### src/rtl/sdac_pkg.sv
// Shared types for the serial DAC command interface.
package sdac_pkg;

    // Output-stage mode carried in each command word
    typedef enum logic [1:0] {
        PD_NORMAL = 2'b00,
        PD_OPEN   = 2'b01,
        PD_R100K  = 2'b10,
        PD_R1K    = 2'b11
    } pd_mode_e;

    // Frame collector states
    typedef enum logic [1:0] {
        FR_IDLE  = 2'b00,
        FR_SHIFT = 2'b01,
        FR_DONE  = 2'b10
    } frame_st_e;

endpackage

### src/rtl/sdac_sync.sv
// sdac_sync: multi-stage synchronizer for asynchronous single-bit inputs.
// Assumes each input is stable for several system clocks between changes.
// RST_VAL gives the idle level each bit takes during reset.
module sdac_sync #(
    parameter int          W       = 1,
    parameter int          STAGES  = 2,
    parameter logic [W-1:0] RST_VAL = '0
) (
    input  logic         clk,
    input  logic         rst_n,
    input  logic [W-1:0] d,
    output logic [W-1:0] q
);

    logic [W-1:0] chain [STAGES];

    // Shift the raw inputs through the synchronizer stages
    always_ff @(posedge clk) begin
        if (!rst_n) begin
            for (int s = 0; s < STAGES; s++) chain[s] <= RST_VAL;
        end else begin
            chain[0] <= d;
            for (int s = 1; s < STAGES; s++) chain[s] <= chain[s-1];
        end
    end

    assign q = chain[STAGES-1];

endmodule

### src/rtl/sdac_frame.sv
// sdac_frame: detects strobe and clock edges in the system clock domain and
// assembles one FW-bit command word per frame. Completes on the FW-th
// falling clock edge; an early strobe rise discards the frame; after
// completion it waits for the strobe to go high before re-arming.
// Assumes synchronized inputs.
module sdac_frame
    import sdac_pkg::*;
#(
    parameter int FW = 24
) (
    input  logic          clk,
    input  logic          rst_n,
    input  logic          fs_s,
    input  logic          sck_s,
    input  logic          sd_s,
    output logic          cmd_vld,
    output logic [FW-1:0] cmd_word
);

    localparam int CW = $clog2(FW);

    frame_st_e      st;
    logic [CW-1:0]  cnt;
    logic [FW-2:0]  sh;
    logic           fs_d, sck_d;
    logic           fs_fall, fs_rise, sck_fall, last_bit;

    // Previous synchronized levels for edge detection
    always_ff @(posedge clk) begin
        if (!rst_n) begin
            fs_d  <= 1'b1;
            sck_d <= 1'b1;
        end else begin
            fs_d  <= fs_s;
            sck_d <= sck_s;
        end
    end

    // Edge decode of the synchronized strobe and clock
    always_comb begin
        fs_fall  = fs_d & ~fs_s;
        fs_rise  = ~fs_d & fs_s;
        sck_fall = sck_d & ~sck_s;
        last_bit = (cnt == CW'(FW - 1));
    end

    // Frame state machine, bit counter and shift register
    always_ff @(posedge clk) begin
        if (!rst_n) begin
            st       <= FR_IDLE;
            cnt      <= '0;
            sh       <= '0;
            cmd_vld  <= 1'b0;
            cmd_word <= '0;
        end else begin
            cmd_vld <= 1'b0;
            case (st)
                FR_IDLE: begin
                    if (fs_fall) begin
                        st  <= FR_SHIFT;
                        cnt <= '0;
                        sh  <= '0;
                    end
                end
                FR_SHIFT: begin
                    if (sck_fall && last_bit) begin
                        cmd_vld  <= 1'b1;
                        cmd_word <= {sh, sd_s};
                        sh       <= '0;
                        cnt      <= '0;
                        st       <= FR_DONE;
                    end else if (fs_rise) begin
                        sh  <= '0;
                        cnt <= '0;
                        st  <= FR_IDLE;
                    end else if (sck_fall) begin
                        sh  <= {sh[FW-3:0], sd_s};
                        cnt <= cnt + 1'b1;
                    end
                end
                FR_DONE: begin
                    if (fs_s) st <= FR_IDLE;
                end
                default: st <= FR_IDLE;
            endcase
        end
    end

endmodule

### src/rtl/sdac_regs.sv
// sdac_regs: executes decoded command words. It holds the code and mode
// registers, applies the all-ones software reset and rejects the reserved
// mode of the narrow format. Pulses upd for one cycle per executed command.
module sdac_regs
    import sdac_pkg::*;
#(
    parameter int FW        = 24,
    parameter int DW        = 16,
    parameter bit WIDE      = 1'b1,
    parameter bit RESET_MID = 1'b0
) (
    input  logic          clk,
    input  logic          rst_n,
    input  logic          cmd_vld,
    input  logic [FW-1:0] cmd_word,
    output logic [DW-1:0] code,
    output logic [1:0]    mode,
    output logic          upd
);

    localparam logic [DW-1:0] CODE_DEF = RESET_MID ? {1'b1, {(DW-1){1'b0}}} : '0;

    pd_mode_e      mode_f;
    logic [DW-1:0] code_f;
    logic          sw_rst, reserved;

    // Field split and command classification
    always_comb begin
        mode_f   = pd_mode_e'(cmd_word[DW+1:DW]);
        code_f   = cmd_word[DW-1:0];
        sw_rst   = &cmd_word;
        reserved = !WIDE && (mode_f == PD_R1K);
    end

    // Register update on each executed command
    always_ff @(posedge clk) begin
        if (!rst_n) begin
            code <= CODE_DEF;
            mode <= PD_NORMAL;
            upd  <= 1'b0;
        end else begin
            upd <= 1'b0;
            if (cmd_vld) begin
                if (sw_rst) begin
                    code <= CODE_DEF;
                    mode <= PD_NORMAL;
                    upd  <= 1'b1;
                end else if (!reserved) begin
                    mode <= mode_f;
                    if (mode_f == PD_NORMAL) code <= code_f;
                    upd  <= 1'b1;
                end
            end
        end
    end

endmodule

### src/rtl/sdac_front.sv
// sdac_front: top of the serial DAC command interface. Synchronizes the
// three serial wires, assembles frames and drives code, mode and update
// strobe. WIDE selects a 24-bit word with 16-bit code, or a 16-bit word
// with 14-bit code. Assumes clk runs at least 4x the serial clock.
module sdac_front #(
    parameter bit WIDE      = 1'b1,
    parameter bit RESET_MID = 1'b0,
    parameter int SYNC_STG  = 2,
    localparam int DW       = WIDE ? 16 : 14,
    localparam int FW       = WIDE ? 24 : 16
) (
    input  logic          clk,
    input  logic          rst_n,
    input  logic          sync_n,
    input  logic          sclk,
    input  logic          sdin,
    output logic [DW-1:0] dac_code,
    output logic [1:0]    pd_mode,
    output logic          upd_stb
);

    logic [2:0]    raw, syn;
    logic          cmd_vld;
    logic [FW-1:0] cmd_word;

    assign raw = {sync_n, sclk, sdin};

    sdac_sync #(.W(3), .STAGES(SYNC_STG), .RST_VAL(3'b110)) u_sync (
        .clk   (clk),
        .rst_n (rst_n),
        .d     (raw),
        .q     (syn)
    );

    sdac_frame #(.FW(FW)) u_frame (
        .clk      (clk),
        .rst_n    (rst_n),
        .fs_s     (syn[2]),
        .sck_s    (syn[1]),
        .sd_s     (syn[0]),
        .cmd_vld  (cmd_vld),
        .cmd_word (cmd_word)
    );

    sdac_regs #(.FW(FW), .DW(DW), .WIDE(WIDE), .RESET_MID(RESET_MID)) u_regs (
        .clk      (clk),
        .rst_n    (rst_n),
        .cmd_vld  (cmd_vld),
        .cmd_word (cmd_word),
        .code     (dac_code),
        .mode     (pd_mode),
        .upd      (upd_stb)
    );

endmodule

### config.mk
export PLATFORM = sky130hd
export DESIGN_NAME = sdac_front
export DESIGN_NICKNAME = d
export VERILOG_FILES = /design/src/rtl/sdac_pkg.sv /design/src/rtl/sdac_sync.sv /design/src/rtl/sdac_frame.sv /design/src/rtl/sdac_regs.sv /design/src/rtl/sdac_front.sv
export SDC_FILE = /design/constraint.sdc
export NUM_CORES = 1
export LEC_CHECK = 0
export ABC_CLOCK_PERIOD_IN_PS = 3360
export BUFFER_PORTS_ARGS = -buffer_cell sky130_fd_sc_hd__buf_4
export CORE_MARGIN = 4
export CORE_UTILIZATION = 45
export DETAILED_ROUTE_END_ITERATION = 16
export GPL_TIMING_DRIVEN = 0
export SKIP_LAST_GASP = 1
export SLEW_MARGIN = 20
export SYNTH_ARGS = -nofsm -noshare
export SYNTH_HDL_FRONTEND = slang
export SYNTH_SLANG_ARGS = --single-unit
### constraint.sdc
create_clock -name clk -period 3.36 [get_ports clk]
set_clock_uncertainty 0.05 [all_clocks]
set_input_delay 0.336 -clock clk [delete_from_list [all_inputs] [get_ports clk]]
set_output_delay 0.336 -clock clk [all_outputs]
set_load 0.005 [all_outputs]
==> flow_metrics.tcl, run 1 <==
set metrics [dict create \
    status "finished clean" \
    vias_per_cell 5.31 \
    synthesis.yosys.warnings 0 \
    report.final.setup_viol 0 \
    netlist_area_um2 3010 \
    grt_pass1_wl_um 10500 \
    yosys-top-cells-area "dfxtp_1 55%, mux2i_1 8.0%, a22o_1 7.0%" \
    avgSynthCellArea_um2 11.0 \
    cts_root_buffer "clkbuf_8" \
    timing.critical_path.arrival_ns 2.12 \
    worst_setup_path_end_kind "register" \
    num_vias 2071 \
    setup_repair_after_global_routing_missed_its_margin "false" \
    critical_path.startpoint_type "register" \
    most_frequently_used_cell_type_in_the_post_synthesis_netlist "dfxtp_1" \
    crit-reg2reg-capture "u_frame.sh[0]$_SDFFE_PN0P_" \
    postLayoutCoreUtil_pct 54.7 \
    cts_hold_repair.buffers 0 \
    routed_wirelength_um 5980 \
    setup.worst_path.start "u_frame.cnt[1]$_SDFFE_PN0P_" \
    syn2layout_area_growth_pct 16.9 \
    critical_path_required_ns 3.55 \
    grt_overflow 0 \
    setup_slack_of_the_worst_register_to_register_path_ns 1.44 \
    fp-row-count 29 \
    layout_worst_path_cycle_share_pct 57.3 \
    final.setup.tns_ns 0 \
    synthArstFlopShare_pct 0 \
    clock_latency_ns 0.35 \
    worstRegToRegCells 6 \
    dp.final_hpwl_um 4080 \
    postRouteAntennaNets 0 \
    post_cts_resized 0 \
    synth_edf_count 0 \
    clock-sinks 82 \
    relSlewSlack_pct 56.5 \
    cts.path.max_buffers 2 \
    tritoncts.num_buffers 9 \
    synth.yosys.seq_area_share_pct 54.6 \
    drv_slew 0 \
    drtIter0Drc 86 \
    netlist-cell-type-count 37 \
    postSynthNetCount 280 \
    fill_cells 567 \
    pwr_density_cell_nw_per_um2 523 \
    synthCells 274 \
    die_y_um 89.7 \
    clkSlewWorstSetupHoldPaths_ns 0.08 \
    critical_path.max_fanout 10 \
    postSynth.topFlopCell "dfxtp_1" \
    routedWlPerCell_um 15.3 \
    grt_pass1_vias 2048 \
    timing_worst_slew_pin_value_ns 0.652 \
    die_width_um 89.7 \
    fmaxAchievable_ghz 0.520 \
    gp_routability_congestion 0.782 \
    antenna_cells 0 \
    hold_class "in2reg" \
    peakVddDrop_uv 396 \
    total_leakage_power_uw 0.00124 \
    largest_net_degree_at_the_start_of_global_routing 15 \
    number_of_nets_in_the_finished_design 314 \
    iteration_count_of_the_initial_detailed_routing_pass 4 \
    htree_num_levels 3 \
    path_class "reg2reg" \
    timing_hold_violations_final 0 \
    core_um2 6420 \
    cts_tree "done" \
    postCtsSetupBuffers 0 \
    rr_startpoint "u_frame.cnt[1]$_SDFFE_PN0P_" \
    design.portCount 24 \
    max_cap_violations 0 \
    initial_standard_cell_utilization_of_the_core_pct 46.8 \
    gr-usage-all-layers_pct 16.2 \
    synth_commonest_cells "82 x dfxtp_1, 25 x nor2b_1, 24 x a22o_1, 24 x mux2i_1, 17 x o21ai_0" \
    synth.top_cell.area_share_pct 54.6 \
    drive_above_1_share_pct 17.9 \
    worst_hold_path.num_cells 2 \
    flop_and_latch_count_out_of_synthesis 82 \
    drcViolationCount 0 \
    antenna_violations_before_repair 0 \
    synth_top_area_cell "dfxtp_1" \
    port_buffers 23 \
    floorplan.die_area_um2 8050 \
    critPathCapture "u_frame.sh[0]$_SDFFE_PN0P_" \
    min_period_ns 1.92 \
]
==> state kept, by name, indices dropped and copies added, names as in the netlist <==
| name | flops |
|---|---|
| u_frame.sh | 23 |
| u_frame.cmd_vld | 1 |
| u_regs.code | 16 |
| u_frame.cmd_word | 24 |
| u_frame.cnt | 5 |
| u_sync.chain | 6 |
| u_frame.st | 2 |
| u_frame.fs_d | 1 |
| u_regs.upd | 1 |
| u_frame.sck_d | 1 |
| u_regs.mode | 2 |
==> power by group <==
part,internal (µW),switching (µW),leakage (µW)
clock,463,353,0.000120
combinational,15.5,27.1,0.000456
sequential,975,2.07,0.000662
==> worst max-delay path, stage by stage, from the launching register on <==
cell and delay [ns]:
dfxtp_1 0.36, ha_1 0.23, nand4b_1 0.17, o21ai_0 0.46
nor3_4 0.14, buf_2 0.22, a22o_1 0.19
==> cell usage in the layout (no fill, tap or decap), drive strengths merged, types with 3 or more instances in the layout <==
master | netlist | routed
nor2 | 4 | 4
clkinv | 0 | 3
o21ai | 17 | 17
nor3 | 4 | 4
and2 | 4 | 4
a32o | 3 | 3
clkbuf | 6 | 17
a22oi | 16 | 16
nand2b | 11 | 11
a22o | 24 | 24
nor3b | 3 | 3
inv | 16 | 16
nand4 | 6 | 6
buf | 9 | 32
mux2i | 24 | 24
nor2b | 25 | 25
dfxtp | 82 | 82
==> per-stage QoR <==
stage,cell area (µm²),hold WS (ns),worst slack (ns),cells,power [µW]
after floorplan,3010,0.336,1.70,274,1030
after global placement,3280,0.339,1.46,374,1040
after detailed placement,3280,0.342,1.43,374,1040
after CTS,3510,0.102,1.43,390,1860
after global routing,3510,0.111,1.28,390,1910
final,3510,0.114,1.44,390,1840
==> cells by family after synthesis <==
family          share of synthesized area [%]
mux                                      8.36
buf+inv                                  4.70
flops                                    54.6
fa+ha+maj                               0.416
simple gates                             14.5
compound gates                           17.4
==> how the worst min path moves through the flow <==
stage | startpoint | end | slack (ns)
after floorplan | u_sync.chain[0][1]$_SDFF_PN1_ | u_sync.chain[0][4]$_SDFF_PN1_ | 0.34
after global placement | u_sync.chain[0][2]$_SDFF_PN1_ | u_sync.chain[0][5]$_SDFF_PN1_ | 0.34
after detailed placement | u_sync.chain[0][1]$_SDFF_PN1_ | u_sync.chain[0][4]$_SDFF_PN1_ | 0.34
after CTS | sclk | u_sync.chain[0][1]$_SDFF_PN1_ | 0.10
after global routing | sclk | u_sync.chain[0][1]$_SDFF_PN1_ | 0.11
final | sclk | u_sync.chain[0][1]$_SDFF_PN1_ | 0.11
==> layout make-up <==
cell class	count	area, µm²	share of cell area, %
flip-flops and latches	82	1640	46.7
multi-input cells	161	1220	34.8
repair buffers	23	173	4.91
clock buffers	11	151	4.31
well taps	77	96.3	2.74
clock inverters	5	86.3	2.46
plain buffers	15	81.3	2.31
inverters	16	60.1	1.71
==> routing by layer <==
metal / vias up / wire (µm) / GRT usage (%)
met1: 972 / 2950 / 21.8
met5: - / 0 / 0
met2: 40 / 2690 / 24.6
met4: 0 / 78 / 4.98
li1: 1051 / - / -
met3: 8 / 259 / 5.68
Power figures use the tool's default switching activity.
==> run 2, diff against run 1 <==
- ABC_CLOCK_PERIOD_IN_PS: 3360 -> 1500
- PLACE_DENSITY: not set -> 0.65
- clock period: 3.36 -> 1.5 ns (I/O delays scaled with it)
==> flow_metrics.tcl, run 2 (synthesized netlist as in run 1, its figures left out) <==
set metrics [dict create \
    status "finished with violations" \
    failed_checks "negative setup slack" \
    antenna_cells 0 \
    relSlewSlack_pct 69.3 \
    max_reg_flops 24 \
    cts_tree "done" \
    vias_per_cell 5.30 \
    fp-row-count 29 \
    grt_pass1_wl_um 11600 \
    cellInternalPower_uw 3410 \
    routed_wirelength_um 6920 \
    drive_above_1_share_pct 36.8 \
    antenna_violations_before_repair 0 \
    hold_class "in2reg" \
    critical_path.startpoint_type "register" \
    drv_slew 0 \
    critical_path.max_fanout 3 \
    gr-usage-all-layers_pct 18.0 \
    dp.final_hpwl_um 4050 \
    initial_standard_cell_utilization_of_the_core_pct 46.8 \
    reg.largest.list "u_frame.cmd_word: 24 flops, u_frame.sh: 23 flops, u_regs.code: 16 flops" \
    timing_hold_violations_final 0 \
    mostFrequentLayoutCells "61 x dfxtp_1, 42 x buf_4, 25 x nor2b_1" \
    tritoncts.num_buffers 9 \
    critical_path_required_ns 1.69 \
    min_period_ns 1.70 \
    drtIter0Drc 94 \
    cts_root_buffer "clkbuf_8" \
    die_width_um 89.7 \
    total_leakage_power_uw 0.00151 \
    switching_share_pct 20.0 \
    mostFrequentLayoutCell "dfxtp_1" \
    postRouteAntennaNets 0 \
    floorplan.die_area_um2 8050 \
    grt_pass1_vias 2321 \
    path_class "reg2reg" \
    grt_overflow 0 \
    clock-sinks 82 \
    final_area_um2 4120 \
    worst_setup_path_end_kind "register" \
    setup_repair_after_global_routing_missed_its_margin "true" \
    max_cap_violations 0 \
    timing.critical_path.arrival_ns 1.89 \
    syn2layout_area_growth_pct 36.9 \
    cts.path.max_buffers 2 \
    htree_num_levels 3 \
    design.portCount 24 \
    postLayoutCoreUtil_pct 64.1 \
    clkPwrFrac_pct 44.7 \
    core_um2 6420 \
    timing_worst_slew_pin_value_ns 0.461 \
    register_bank_with_the_most_flops "u_frame.cmd_word" \
    iteration_count_of_the_initial_detailed_routing_pass 4 \
    setup_slack_ns -0.203 \
    report.final.setup_viol 70 \
    clkSlewWorstSetupHoldPaths_ns 0.08 \
    largest_net_degree_at_the_start_of_global_routing 14 \
    fmaxAchievable_ghz 0.587 \
    die_y_um 89.7 \
    port_buffers 23 \
    fill_cells 495 \
    peakVddDrop_uv 531 \
    switchingPower_uw 852 \
    num_vias 2270 \
    detailed_place.area_um2 3310 \
    gp_routability_congestion 0.736 \
    power.share.sequential_pct 51.2 \
    layout_worst_path_cycle_share_pct 114 \
    routedWlPerCell_um 16.2 \
    number_of_nets_in_the_finished_design 353 \
    pwr_density_cell_nw_per_um2 1040 \
    clock_latency_ns 0.35 \
    combinational_share_of_power_pct 4.1 \
    drcViolationCount 0 \
]
[run 2: changes by cell type in the layout (fill, tap and decap cells not counted), sizes merged]
cell	previous run	this run
buf	32	67
dlygate4sd3	0	3
clkinv	3	1
bufinv	2	3
clkinvlp	0	1
[run 2: per-stage QoR]
stage | std cells | hold WS (ns) | total power, µW | setup TNS (ns) | setup WS, ns
5_1_grt | 428 | 0.167 | 4400 | -14.10 | -0.288
4_1_cts | 424 | 0.134 | 4280 | -6.03 | -0.158
3_3_place_gp | 374 | 0.288 | 2340 | -12.41 | -0.275
6_report | 428 | 0.156 | 4260 | -9.26 | -0.203
2_1_floorplan | 274 | 0.201 | 2300 | -0.535 | -0.0715
3_5_place_dp | 374 | 0.288 | 2340 | -13.15 | -0.282
[run 2: layout make-up]
class                           instances  area (µm²)  area share (%)
Sequential cell                        82        1680            40.7
Multi-Input combinational cell        161        1320            32.1
Timing Repair Buffer                   62         588            14.3
Clock buffer                           10         138            3.34
Buffer                                 15         135            3.28
Clock inverter                          5         103            2.49
Tap cell                               77        96.3            2.34
Inverter                               16        60.1            1.46
[run 2: worst max-delay path, stage by stage (launching register included)]
cell     delay, ns
dfxtp_2       0.34
nand4_1       0.12
or4_4         0.59
or2_4         0.25
a32o_1        0.24
[run 2: what timing repair did]
item                       CTS  global route
resized for setup           59            18
gates cloned                 5             1
hold buffers                 3             0
setup endpoints to repair   71            72
setup buffers               27             8
pin swaps                   23            21
hold endpoints to repair     3             0
[run 2: path summary, 6_finish.rpt]
kind | start | endpoint | cells past startpoint | slack [ns]
worst max-delay path | u_frame.cmd_word[10]$_SDFFE_PN0P_ | u_regs.mode[1]$_SDFFE_PN0P_ | 4 | -0.20
worst min register to register | u_sync.chain[0][1]$_SDFF_PN1_ | u_sync.chain[0][4]$_SDFF_PN1_ | 1 | 0.37
worst min-delay path | rst_n | u_regs.upd$_SDFF_PN0_ | 2 | 0.16
worst max register to register | u_frame.cmd_word[10]$_SDFFE_PN0P_ | u_regs.mode[1]$_SDFFE_PN0P_ | 4 | -0.20
[run 2: power groups by stage]
stage,combinational (µW),clock [µW],sequential [µW]
2_1_floorplan,63.5,0,2240
3_3_place_gp,95.0,0,2240
3_5_place_dp,95.3,0,2240
4_1_cts,162,1940,2180
5_1_grt,188,2030,2190
6_report,173,1910,2180
[run 2: metal layers]
layer,GRT usage [%],vias to the layer above,wire length [µm]
met3,3.34,5,142
met1,23.3,1110,3340
li1,-,1133,-
met4,8.43,0,56
met5,0,-,0
met2,29.0,22,3370
==> run 3, diff against run 2 <==
- SKIP_LAST_GASP: 1 -> not set
==> flow_metrics.tcl, run 3 (synthesized netlist as in run 1, its figures left out) <==
set metrics [dict create \
    total_leakage_power_uw 0.00151 \
    final.setup.tns_ns -9.58 \
    critical_path.startpoint_type "register" \
    final_area_um2 4120 \
    dp.final_hpwl_um 4050 \
    reg.largest.list "u_frame.cmd_word: 24 flops, u_frame.sh: 23 flops, u_regs.code: 16 flops" \
    failed_checks "negative setup slack" \
    cellInternalPower_uw 3410 \
    relSlewSlack_pct 69.1 \
    initial_standard_cell_utilization_of_the_core_pct 46.8 \
    cts_tree "done" \
    grt_overflow 0 \
    die_y_um 89.7 \
    setup_slack_ns -0.206 \
    postRouteAntennaNets 0 \
    mostFrequentLayoutCell "dfxtp_1" \
    min_period_ns 1.71 \
    largest_net_degree_at_the_start_of_global_routing 14 \
    grt_pass1_wl_um 11600 \
    drtIter0Drc 98 \
    power.share.sequential_pct 51.3 \
    critical_path_required_ns 1.69 \
    clock-sinks 82 \
    fill_cells 499 \
    iteration_count_of_the_initial_detailed_routing_pass 4 \
    worst_setup_path_end_kind "register" \
    report.final.setup_viol 70 \
    routedWlPerCell_um 16.3 \
    hold_class "in2reg" \
    combinational_share_of_power_pct 4.1 \
    postLayoutCoreUtil_pct 64.2 \
    timing_hold_violations_final 0 \
    cts_root_buffer "clkbuf_8" \
    vias_per_cell 5.34 \
    setup_repair_after_global_routing_missed_its_margin "true" \
    syn2layout_area_growth_pct 37.2 \
    peakVddDrop_uv 546 \
    htree_num_levels 3 \
    drv_slew 0 \
    gp_routability_congestion 0.736 \
    antenna_violations_before_repair 0 \
    routed_wirelength_um 6980 \
    clock_latency_ns 0.34 \
    fmaxAchievable_ghz 0.586 \
    cts.path.max_buffers 2 \
    max_cap_violations 0 \
    pwr_density_cell_nw_per_um2 1030 \
    status "finished with violations" \
    timing.critical_path.max_delay_family "simple AND/OR/NAND/NOR gates" \
    num_vias 2286 \
    mostFrequentLayoutCells "61 x dfxtp_1, 41 x buf_4, 25 x nor2b_1" \
    number_of_nets_in_the_finished_design 353 \
    gr-usage-all-layers_pct 18.0 \
    design.portCount 24 \
    timing_worst_slew_pin_value_ns 0.463 \
    port_buffers 23 \
    antenna_cells 0 \
    switchingPower_uw 848 \
    timing.critical_path.arrival_ns 1.90 \
    multi_input_area_um2 1330 \
    detailed_place.area_um2 3310 \
    critical_path.max_fanout 3 \
    clkPwrFrac_pct 44.6 \
    core_um2 6420 \
    layout_worst_path_cycle_share_pct 114 \
    timing.critical_path.buf_inv 0 \
    max_reg_flops 24 \
    switching_share_pct 19.9 \
    clkSlewWorstSetupHoldPaths_ns 0.08 \
    max_stage_delay_ns 0.59 \
    floorplan.die_area_um2 8050 \
    drive_above_1_share_pct 37.0 \
    fp-row-count 29 \
    path_class "reg2reg" \
    critical_path_cell_by_cell "nand4_1 -> or4_4 -> or2_4 -> a32o_1" \
    grt_pass1_vias 2320 \
    die_width_um 89.7 \
    tritoncts.num_buffers 9 \
    drcViolationCount 0 \
    critical_path.slowest_cell "or4_4" \
    seqCellArea_um2 1680 \
    register_bank_with_the_most_flops "u_frame.cmd_word" \
]
[run 3: final cells by class]
class,count,area share (%)
repair buffers,62,14.4
well taps,77,2.34
clock buffers,10,3.34
inverters,16,1.46
flip-flops and latches,82,40.6
plain buffers,15,3.28
clock inverters,5,2.49
multi-input cells,161,32.1
[run 3: power by group through the flow]
stage               combinational [µW]  sequential (µW)  clock [µW]
floorplan                         63.5             2240           0
detailed placement                95.3             2240           0
global placement                  95.0             2240           0
CTS                                162             2180        1940
global route                       188             2190        2020
finish                             174             2180        1900
[run 3: metal layers]
layer	global-route usage (%)	up-vias	part of all wire (%)
li1	-	1131	-
met1	23.3	1119	48
met2	29.0	29	49
met3	3.34	7	2.3
met4	8.43	0	0.83
met5	0	-	0
[run 3: path summary, 6_finish.rpt]
check / cells after the start / start / slack, ns / endpoint
setup / recovery: 4 / u_frame.cmd_word[5]$_SDFFE_PN0P_ / -0.21 / u_regs.mode[1]$_SDFFE_PN0P_
hold / removal: 2 / rst_n / 0.15 / u_regs.upd$_SDFF_PN0_
setup reg to reg: 4 / u_frame.cmd_word[5]$_SDFFE_PN0P_ / -0.21 / u_regs.mode[1]$_SDFFE_PN0P_
hold reg to reg: 1 / u_sync.chain[0][1]$_SDFF_PN1_ / 0.37 / u_sync.chain[0][4]$_SDFF_PN1_
[run 3: through the flow]
step	total power, µW	setup slack [ns]	std cells	hold slack [ns]
after global routing	4400	-0.293	428	0.167
after detailed placement	2340	-0.282	374	0.288
final	4260	-0.206	428	0.153
after floorplan	2300	-0.0715	274	0.201
after global placement	2340	-0.275	374	0.288
after CTS	4280	-0.158	424	0.134
[run 3: repair_timing]
| item | 4_1_cts | 5_1_grt |
|---|---|---|
| hold buffers | 3 | 0 |
| pin swaps | 26 | 19 |
| setup buffers | 27 | 8 |
| hold endpoints to repair | 3 | 0 |
| setup endpoints to repair | 71 | 72 |
| gates resized for setup | 59 | 20 |
| gates cloned | 5 | 1 |
